==> src/rtl/lhs_pkg.sv <==
package lhs_pkg;
   typedef enum logic [1:0] {
      ST_RUN  = 2'd0,
      ST_STOP = 2'd1,
      ST_WAIT = 2'd2,
      ST_LIMP = 2'd3
   } lhs_state_e;

   typedef struct packed {
      logic bcsp;
      logic mcs;
   } clk_sel_t;
endpackage

==> src/rtl/lhs_tick_counter.sv <==
module lhs_tick_counter #(
   parameter int CNT_W = 13
) (
   input  logic clk,
   input  logic rst_n,
   input  logic clr,
   input  logic tick,
   output logic probe,
   output logic wrap
);
   localparam logic [CNT_W-1:0] HALF_M1 = CNT_W'((1 << (CNT_W-1)) - 1);
   localparam logic [CNT_W-1:0] ALL_ONE = '1;

   logic [CNT_W-1:0] cnt_q;

   always_ff @(posedge clk or negedge rst_n) begin
      if (!rst_n)      cnt_q <= '0;
      else if (clr)    cnt_q <= '0;
      else if (tick)   cnt_q <= cnt_q + 1'b1;
   end

   assign probe = tick && !clr && (cnt_q == HALF_M1);
   assign wrap  = tick && !clr && (cnt_q == ALL_ONE);
endmodule

==> src/rtl/lhs_sel_store.sv <==
module lhs_sel_store
   import lhs_pkg::*;
(
   input  logic     clk,
   input  logic     rst_n,
   input  logic     wr,
   input  clk_sel_t wr_val,
   input  logic     in_limp,
   input  logic     enter_limp,
   input  logic     leave_limp,
   output clk_sel_t act
);
   clk_sel_t act_q, saved_q;

   always_ff @(posedge clk or negedge rst_n) begin
      if (!rst_n) begin
         act_q   <= '0;
         saved_q <= '0;
      end else if (enter_limp) begin
         saved_q <= wr ? wr_val : act_q;
      end else if (leave_limp) begin
         act_q   <= wr ? wr_val : saved_q;
      end else if (in_limp) begin
         if (wr) saved_q <= wr_val;
      end else if (wr) begin
         act_q <= wr_val;
      end
   end

   assign act = act_q;
endmodule

==> src/rtl/lhs_irq_flag.sv <==
module lhs_irq_flag (
   input  logic clk,
   input  logic rst_n,
   input  logic set,
   input  logic clr,
   output logic flag
);
   logic flag_q;

   always_ff @(posedge clk or negedge rst_n) begin
      if (!rst_n)    flag_q <= 1'b0;
      else if (set)  flag_q <= 1'b1;
      else if (clr)  flag_q <= 1'b0;
   end

   assign flag = flag_q;
endmodule

==> src/rtl/lhclk_supervisor.sv <==
module lhclk_supervisor
   import lhs_pkg::*;
#(
   parameter int CNT_W = 13
) (
   input  logic clk,
   input  logic rst_n,
   input  logic tick,
   input  logic stop_req,
   input  logic wake_req,
   input  logic cfg_wr,
   input  logic cfg_no_lhm,
   input  logic cfg_cme,
   input  logic cfg_fcme,
   input  logic cfg_dly,
   input  logic cfg_auto,
   input  logic cfg_bcsp,
   input  logic cfg_mcs,
   input  logic clk_present,
   input  logic ext_square,
   input  logic irq_en,
   input  logic irq_clr,
   output logic lh_status,
   output logic lh_irq_flag,
   output logic irq,
   output logic cme_eff,
   output logic fcme_eff,
   output logic stop_active,
   output logic bcsp_out,
   output logic mcs_out,
   output logic pll_en
);
   generate
      if (CNT_W < 2) begin : g_bad_cnt_w
         $error("lhclk_supervisor: CNT_W must be at least 2");
      end
   endgenerate

   lhs_state_e state_q, state_d;
   logic       probe, wrap, cnt_clr;
   logic       enter_limp, leave_limp, in_limp;
   clk_sel_t   act_sel, wr_sel;

   assign in_limp    = (state_q == ST_LIMP);
   assign enter_limp = (state_q == ST_STOP) && wake_req && !cfg_dly &&
                       !ext_square && !cfg_no_lhm;
   assign leave_limp = in_limp && probe && clk_present;
   assign cnt_clr    = (state_q == ST_RUN) || (state_q == ST_STOP);
   assign wr_sel     = '{bcsp: cfg_bcsp, mcs: cfg_mcs};

   always_comb begin
      state_d = state_q;
      unique case (state_q)
         ST_RUN:  if (stop_req) state_d = ST_STOP;
         ST_STOP: begin
            if (wake_req) begin
               if (cfg_dly)         state_d = ST_WAIT;
               else if (enter_limp) state_d = ST_LIMP;
               else                 state_d = ST_RUN;
            end
         end
         ST_WAIT: if (wrap) state_d = ST_RUN;
         ST_LIMP: if (leave_limp) state_d = ST_RUN;
         default: state_d = ST_RUN;
      endcase
   end

   always_ff @(posedge clk or negedge rst_n) begin
      if (!rst_n) state_q <= ST_RUN;
      else        state_q <= state_d;
   end

   lhs_tick_counter #(.CNT_W(CNT_W)) u_cnt (
      .clk   (clk),
      .rst_n (rst_n),
      .clr   (cnt_clr),
      .tick  (tick),
      .probe (probe),
      .wrap  (wrap)
   );

   lhs_sel_store u_sel (
      .clk        (clk),
      .rst_n      (rst_n),
      .wr         (cfg_wr),
      .wr_val     (wr_sel),
      .in_limp    (in_limp),
      .enter_limp (enter_limp),
      .leave_limp (leave_limp),
      .act        (act_sel)
   );

   lhs_irq_flag u_flag (
      .clk   (clk),
      .rst_n (rst_n),
      .set   (leave_limp),
      .clr   (irq_clr),
      .flag  (lh_irq_flag)
   );

   assign lh_status   = in_limp;
   assign stop_active = (state_q == ST_STOP) || (state_q == ST_WAIT);
   assign irq         = lh_irq_flag && irq_en;

   always_comb begin
      if (in_limp) begin
         cme_eff  = 1'b1;
         fcme_eff = 1'b1;
      end else if (stop_active && !cfg_no_lhm) begin
         cme_eff  = 1'b0;
         fcme_eff = 1'b0;
      end else begin
         cme_eff  = cfg_cme;
         fcme_eff = cfg_fcme;
      end
   end

   assign bcsp_out = in_limp ? 1'b0 : act_sel.bcsp;
   assign mcs_out  = in_limp ? 1'b0 : act_sel.mcs;
   assign pll_en   = (state_q == ST_RUN) && act_sel.bcsp && cfg_auto;
endmodule

==> config.mk <==
export PLATFORM = sky130hd
export DESIGN_NAME = lhclk_supervisor
export DESIGN_NICKNAME = d
export VERILOG_FILES = /design/src/rtl/lhs_pkg.sv /design/src/rtl/lhs_tick_counter.sv /design/src/rtl/lhs_sel_store.sv /design/src/rtl/lhs_irq_flag.sv /design/src/rtl/lhclk_supervisor.sv
export SDC_FILE = /design/constraint.sdc
export NUM_CORES = 1
export LEC_CHECK = 0
export BUFFER_PORTS_ARGS = -buffer_cell sky130_fd_sc_hd__buf_2
export CAP_MARGIN = 10
export CELL_PAD_IN_SITES_DETAIL_PLACEMENT = 1
export CELL_PAD_IN_SITES_GLOBAL_PLACEMENT = 2
export CORE_MARGIN = 2
export CORE_UTILIZATION = 28
export CTS_BUF_LIST = sky130_fd_sc_hd__clkbuf_4 sky130_fd_sc_hd__clkbuf_8
export DETAILED_ROUTE_END_ITERATION = 10
export PLACE_DENSITY = 0.67
export SYNTH_ARGS = -nofsm -noshare
export SYNTH_HDL_FRONTEND = slang
export SYNTH_SLANG_ARGS = --single-unit
==> constraint.sdc <==
create_clock -name clk -period 3.9 [get_ports clk]
set_input_delay 0 -clock clk [delete_from_list [all_inputs] [get_ports clk]]
set_output_delay 0 -clock clk [all_outputs]
set_load 0.01 [all_outputs]
After elaboration in Yosys (flattened, before gate mapping)
Cells that the tools add are included.
Storage, ports and cells
  flip-flop bits (word level): 20
  input bits: 17
  output and inout bits: 9
  logic and storage cells: 69
Cells by class
  muxes and demuxes: 24
  bitwise logic cells: 1
  reductions and logical operators: 26
  eq/ne operators: 10
  add/sub/neg operators: 1
Operators by type and width (number)
  two-way mux 13 bit: 2
  two-way mux 2 bit: 13
  adder 13 x 1 -> 13 bit (second input constant): 1
  equality test 13 x 12 -> 1 bit (second input constant): 1
  equality test 13 bit (second input constant): 1
  logical AND 1 bit: 13
  two-way mux 1 bit: 8
  != test 2 bit (second input constant): 4
  one-hot mux 2 bit (4 select lines): 1
  nonzero test 2 bit: 3
  equality test 2 bit (second input constant): 2
  logical NOT 1 bit: 4
  AND reduction 2 bit: 2
  AND reduction 4 bit: 1
  equality test 2 x 1 -> 1 bit (second input constant): 1
  logical NOT 2 bit: 1
  logical OR 1 bit: 2
  != test 2 x 1 -> 1 bit (second input constant): 1
  NOT 1 bit: 1

Logic depth before layout (Yosys ltp)
  depth after elaboration: 9
  gate-level depth with buffers: 6
  gate-level depth less buffers: 6

Hierarchy
Synthesis repeated with hierarchy kept, for this count alone.
Second synthesis, totals
  cell total of the unflattened synthesis: 125
  area, all modules: 1255.0 µm²
Modules (own cells, without submodules)
  lhs_tick_counter: area each 688.2 µm², cells each 68, instances 1, sequential area each 325.3 µm²
  lhclk_supervisor: area each 297.8 µm², cells each 31, instances 1, sequential area each 50.0 µm²
  lhs_sel_store: area each 232.7 µm², cells each 23, instances 1, sequential area each 100.1 µm²
  lhs_irq_flag: area each 36.3 µm², cells each 3, instances 1, sequential area each 25.0 µm²

Least setup slack after synthesis
No wires, ideal clock.
  kind: flip-flop to flip-flop
  start: register state_q[0]
  end: register u_sel.saved_q[0] (netlist bit)
  stages on the path, launching flop included: 7
  slack: 1875 ps
  data arrival time: 1902 ps
  setup time: 123 ps
  clock period less this slack: 2025 ps
  required time: 3777 ps
  cell sequence: dfrtp_1 -> inv_1 -> ha_1 -> or4b_4 -> o41ai_4 -> nand2_1 -> o221a_2
Between the ends
  cells in the longest elaborated chain, start to end: 9
Ends and longest elaborated chain
  from (decl): line lhclk_supervisor.sv:39  | lhs_state_e state_q, state_d;
  from (signal assigned): line lhclk_supervisor.sv:70  | else state_q <= state_d;
  equality test 2 x 1 -> 1 bit / logical NOT 2 bit (equally long branches): line lhclk_supervisor.sv:45, lhclk_supervisor.sv:48
  logical OR 1 bit: line lhclk_supervisor.sv:48  | assign cnt_clr = (state_q == ST_RUN) || (state_q == ST_STOP);
  logical NOT 1 bit: line lhs_tick_counter.sv:22  | assign probe = tick && !clr && (cnt_q == HALF_M1);
  logical AND 1 bit (2 in series): line lhs_tick_counter.sv:22
  logical AND 1 bit (2 in series): line lhclk_supervisor.sv:47  | assign leave_limp = in_limp && probe && clk_present;
  != test 2 bit (no source line)
  AND reduction 2 bit (no source line)
  to (signal assigned): line lhs_sel_store.sv:20  | saved_q <= wr ? wr_val : act_q;
  to (signal assigned): line lhs_sel_store.sv:24  | if (wr) saved_q <= wr_val;
  to (decl): line lhs_sel_store.sv:13  | clk_sel_t act_q, saved_q;
Several ways; a longest one is shown, not always the timed one.
A chain may end at the register's enable or synchronous reset.

Worst setup path after layout
  start: register state_q[1]
  end: register state_q[1]
Between the ends
  cells in the longest elaborated chain, start to end: 9
Ends and longest elaborated chain (line)
  equality test 2 x 1 -> 1 bit / logical NOT 2 bit (equally long branches): lhclk_supervisor.sv:45, lhclk_supervisor.sv:48, lhclk_supervisor.sv:53
  logical AND 1 bit / logical OR 1 bit (equally long branches): lhclk_supervisor.sv:45, lhclk_supervisor.sv:48
  logical AND 1 bit / logical NOT 1 bit (equally long branches): lhclk_supervisor.sv:45, lhs_tick_counter.sv:22, lhs_tick_counter.sv:23
  logical AND 1 bit, on equally long branches: lhclk_supervisor.sv:45, lhs_tick_counter.sv:22, lhs_tick_counter.sv:23
  logical AND 1 bit, on equally long branches: lhclk_supervisor.sv:46, lhs_tick_counter.sv:22
  two-way mux 2 bit / logical AND 1 bit (equally long branches): lhclk_supervisor.sv:58, lhclk_supervisor.sv:47
  two-way mux 2 bit / logical AND 1 bit (equally long branches): lhclk_supervisor.sv:57, lhclk_supervisor.sv:47
  two-way mux 2 bit / != test 2 bit (equally long branches)
  one-hot mux 2 bit (4 select lines) / AND reduction 4 bit (equally long branches)
Several ways; a longest one is shown, not always the timed one. The select of a mux whose other input is x is not followed.

==> metrics.yaml <==
timing:
  slew_viol_final: 0
  rsz0062_at_grt: "no"
  setup_tns_ns: 0
  clock-skew-final_ns: 0.00595
  period_needed_ns: 2.29
  worst_pin_slew_ns: 0.503
  fmax_ghz: 0.437
  final_hold_viol_count: 0
  slew_headroom: 0.662
  setup-violations-final: 0
  timing.final.crit_share: 0.587
place:
  numPortBuffers: 25
  gp_congestion: 0.763
  hpwlAfterDp_um: 2300
  dpl.cell_count: 194
drt:
  drt_iter0_drc: 20
  wl_per_cell_um: 14.6
  via_per_inst: 5.00
  wirelength_um: 2930
  drc: 0
  postRouteAntennaNets: 0
  drt_first_pass_iters: 4
  num_vias: 999
final_layout:
  final_layout_size_suffix_gt1_frac: 0.280
  antenna-diode-count: 0
  final_core_util: 0.355
  syn2layout_area_growth_pct: 20.4
  fillers: 489
  nets: 173
  instances_no_fill: 200
worst_setup_path:
  start_kind: "flop"
  regToRegSetupSlack_ns: 1.61
  cp_max_fo: 7
  cpPeakStageDelay_ns: 0.56
  path_cells: "inv_1, ha_1, or4b_4, o41ai_4, o2111ai_2, mux2i_1"
  cp_slowest_cell: "or4b_4"
  endpoint_kind: "flop"
  cp.required_ns: 4.03
  crit_family: "compound AO/OA/AOI/OAI gates"
  critPathBufInv: 1
  crit_arrival_ns: 2.42
  worstSetupPathType: "reg2reg"
synthesis:
  synth-xor-area-share: 0.0726
  ys_seq_elements: 20
  synth_cell_types: 35
  synth.cell_area_um2: 1210
  seq_area_frac_synth: 0.415
  synth.area.mux_share: 0.0529
  synth.most_common_cell: "dfrtp_1"
  yosys-top-cells-count: "dfrtp_1, nor2_1, nand2_1"
  post-synth-top-area-fraction: 0.415
  synth.avg_cell_area_um2: 9.81
  synth_compound_area_frac: 0.150
  synth_area_leaders: "dfrtp_1, ha_1, nor2_1"
  syn-num-nets: 145
  syn_inst: 123
  yosysWarnings: 0
  async_flop_share: 1.00
  synth_edf_count: 0
  synth-simple-area-share: 0.228
  synth_top_area_cell: "dfrtp_1"
  synth_fa_ha_area_frac: 0.0519
  synthFlopType: "dfrtp_1"
  synth_top_family_by_area: "simple AND/OR/NAND/NOR gates"
hold_path:
  hold_path.class: "in2reg"
flow_run:
  maxCapViolCount: 0
die:
  initial_core_util: 0.295
  die-width_um: 69.6
  io_pins: 26
  core_um2: 4090
  num_rows: 23
  die-area_um2: 4850
  dieHeight_um: 69.6
clock_network:
  cts_tree: "yes"
  htree_levels: 1
  clockBufferDepth: 2
  cts_root_buf: "clkbuf_8"
  cts_buffers: 3
  cts.sinks: 20
  clkLatencyLatePin_ns: 0.26
  clk_pin_slew_ns: 0.07
global_routing:
  grt_pass1_vias: 1079
  grt_pass1_wl_um: 5090
  grt_max_degree: 21
  grt_usage: 0.129
  grt_overflow: 0
  antenna_found_initial: 0
power:
  vdd_drop_max_mv: 0.264
  p_leak_nw: 0.688
  power.density_nw_per_um2: 513
run_status:
  status: "finished clean"
cell usage in the layout (no fill, tap or decap), types with 3 or more instances in the layout:
cell / Yosys / layout
buf_2: 0 / 25
dfrtp_1: 20 / 20
nor2_1: 14 / 14
nand2_1: 8 / 8
o21ai_0: 7 / 7
xor2_1: 6 / 6
inv_1: 5 / 5
a21oi_1: 5 / 5
ha_1: 5 / 5
xnor2_1: 4 / 4
nand4_1: 4 / 4
clkbuf_8: 0 / 4
and3_1: 3 / 3
mux2i_1: 3 / 3
nor3_1: 3 / 3
mux2_2: 3 / 3
area by class of cell:
cell class / count / area [µm²] / area share
Multi-Input combinational cell: 94 / 671 / 0.462
Inverter: 5 / 18.8 / 0.0129
Tap cell: 50 / 62.6 / 0.0431
Timing Repair Buffer: 27 / 145 / 0.0999
Sequential cell: 20 / 500 / 0.345
Clock buffer: 4 / 55.1 / 0.0379
state kept, by name, summed over array words and instances, names as in the netlist:
signal         cells
u_cnt.cnt_q       13
state_q            2
u_sel.act          2
u_sel.saved_q      2
u_flag.flag        1
routing by layer:
| metal | up-vias | track usage | part of all wire |
|---|---|---|---|
| met5 | - | 0 | 0 |
| met2 | 15 | 0.229 | 0.49 |
| met3 | 2 | 0.0218 | 0.028 |
| met4 | 0 | 0.0449 | 0.0068 |
| met1 | 488 | 0.158 | 0.48 |
| li1 | 494 | - | - |
worst register-to-register path, stage by stage, from the launching register on:
cell and delay [ns]:
dfrtp_1 0.39, inv_1 0.10, ha_1 0.28, or4b_4 0.56
o41ai_4 0.40, o2111ai_2 0.26, mux2i_1 0.17
timing repair:
action                                 4_1_cts  5_1_grt
gates resized for setup                      0        0
hold buffers                                 2        0
setup buffers                                0        0
endpoints found under the hold margin       21        0
power by group:
group | total [W] | internal [W] | leakage (nW) | switching (W)
Clock | 0.000159 | 0.0000898 | 0.0288 | 0.0000695
Combinational | 0.000316 | 0.000139 | 0.388 | 0.000177
Sequential | 0.000270 | 0.000241 | 0.271 | 0.0000291
Total | 0.000745 | 0.000470 | 0.688 | 0.000276
path summary, 6_finish.rpt:
| path | endpoint | from | depth (start not counted) |
|---|---|---|---|
| setup / recovery | state_q[1] | state_q[1] | 6 |
| hold / removal | state_q[1] | cfg_dly | 3 |
| setup reg to reg | state_q[1] | state_q[1] | 6 |
| hold reg to reg | u_cnt.cnt_q[11] | u_cnt.cnt_q[11] | 2 |
| max in group asynchronous | state_q[1] | rst_n | 2 |
| min in group asynchronous | u_cnt.cnt_q[8] | rst_n | 2 |
through the flow:
step | total power, W | hold slack [ns] | setup WS (ns) | cell area (µm²)
2_1_floorplan | 0.000493 | -0.296 | 1.88 | 1210
3_5_place_dp | 0.000594 | -0.00604 | 1.64 | 1380
3_3_place_gp | 0.000580 | -0.0119 | 1.74 | 1380
4_1_cts | 0.000760 | 0.0790 | 1.62 | 1450
5_1_grt | 0.000803 | 0.0759 | 1.50 | 1450
6_report | 0.000745 | 0.0774 | 1.61 | 1450
cell families (layout without fill, tap and decap cells):
| kind of cell | count (synthesis) | count (layout) |
|---|---|---|
| muxes | 6 | 6 |
| xor gates and xnor gates | 10 | 10 |
| AOI/OAI and AO/OA | 23 | 23 |
| DFF | 20 | 20 |
| adders and majority gates | 5 | 5 |
| and+or+nand+nor | 50 | 50 |
| buffers and inverters | 9 | 36 |
Note: power is estimated with default switching activity, not from simulation.
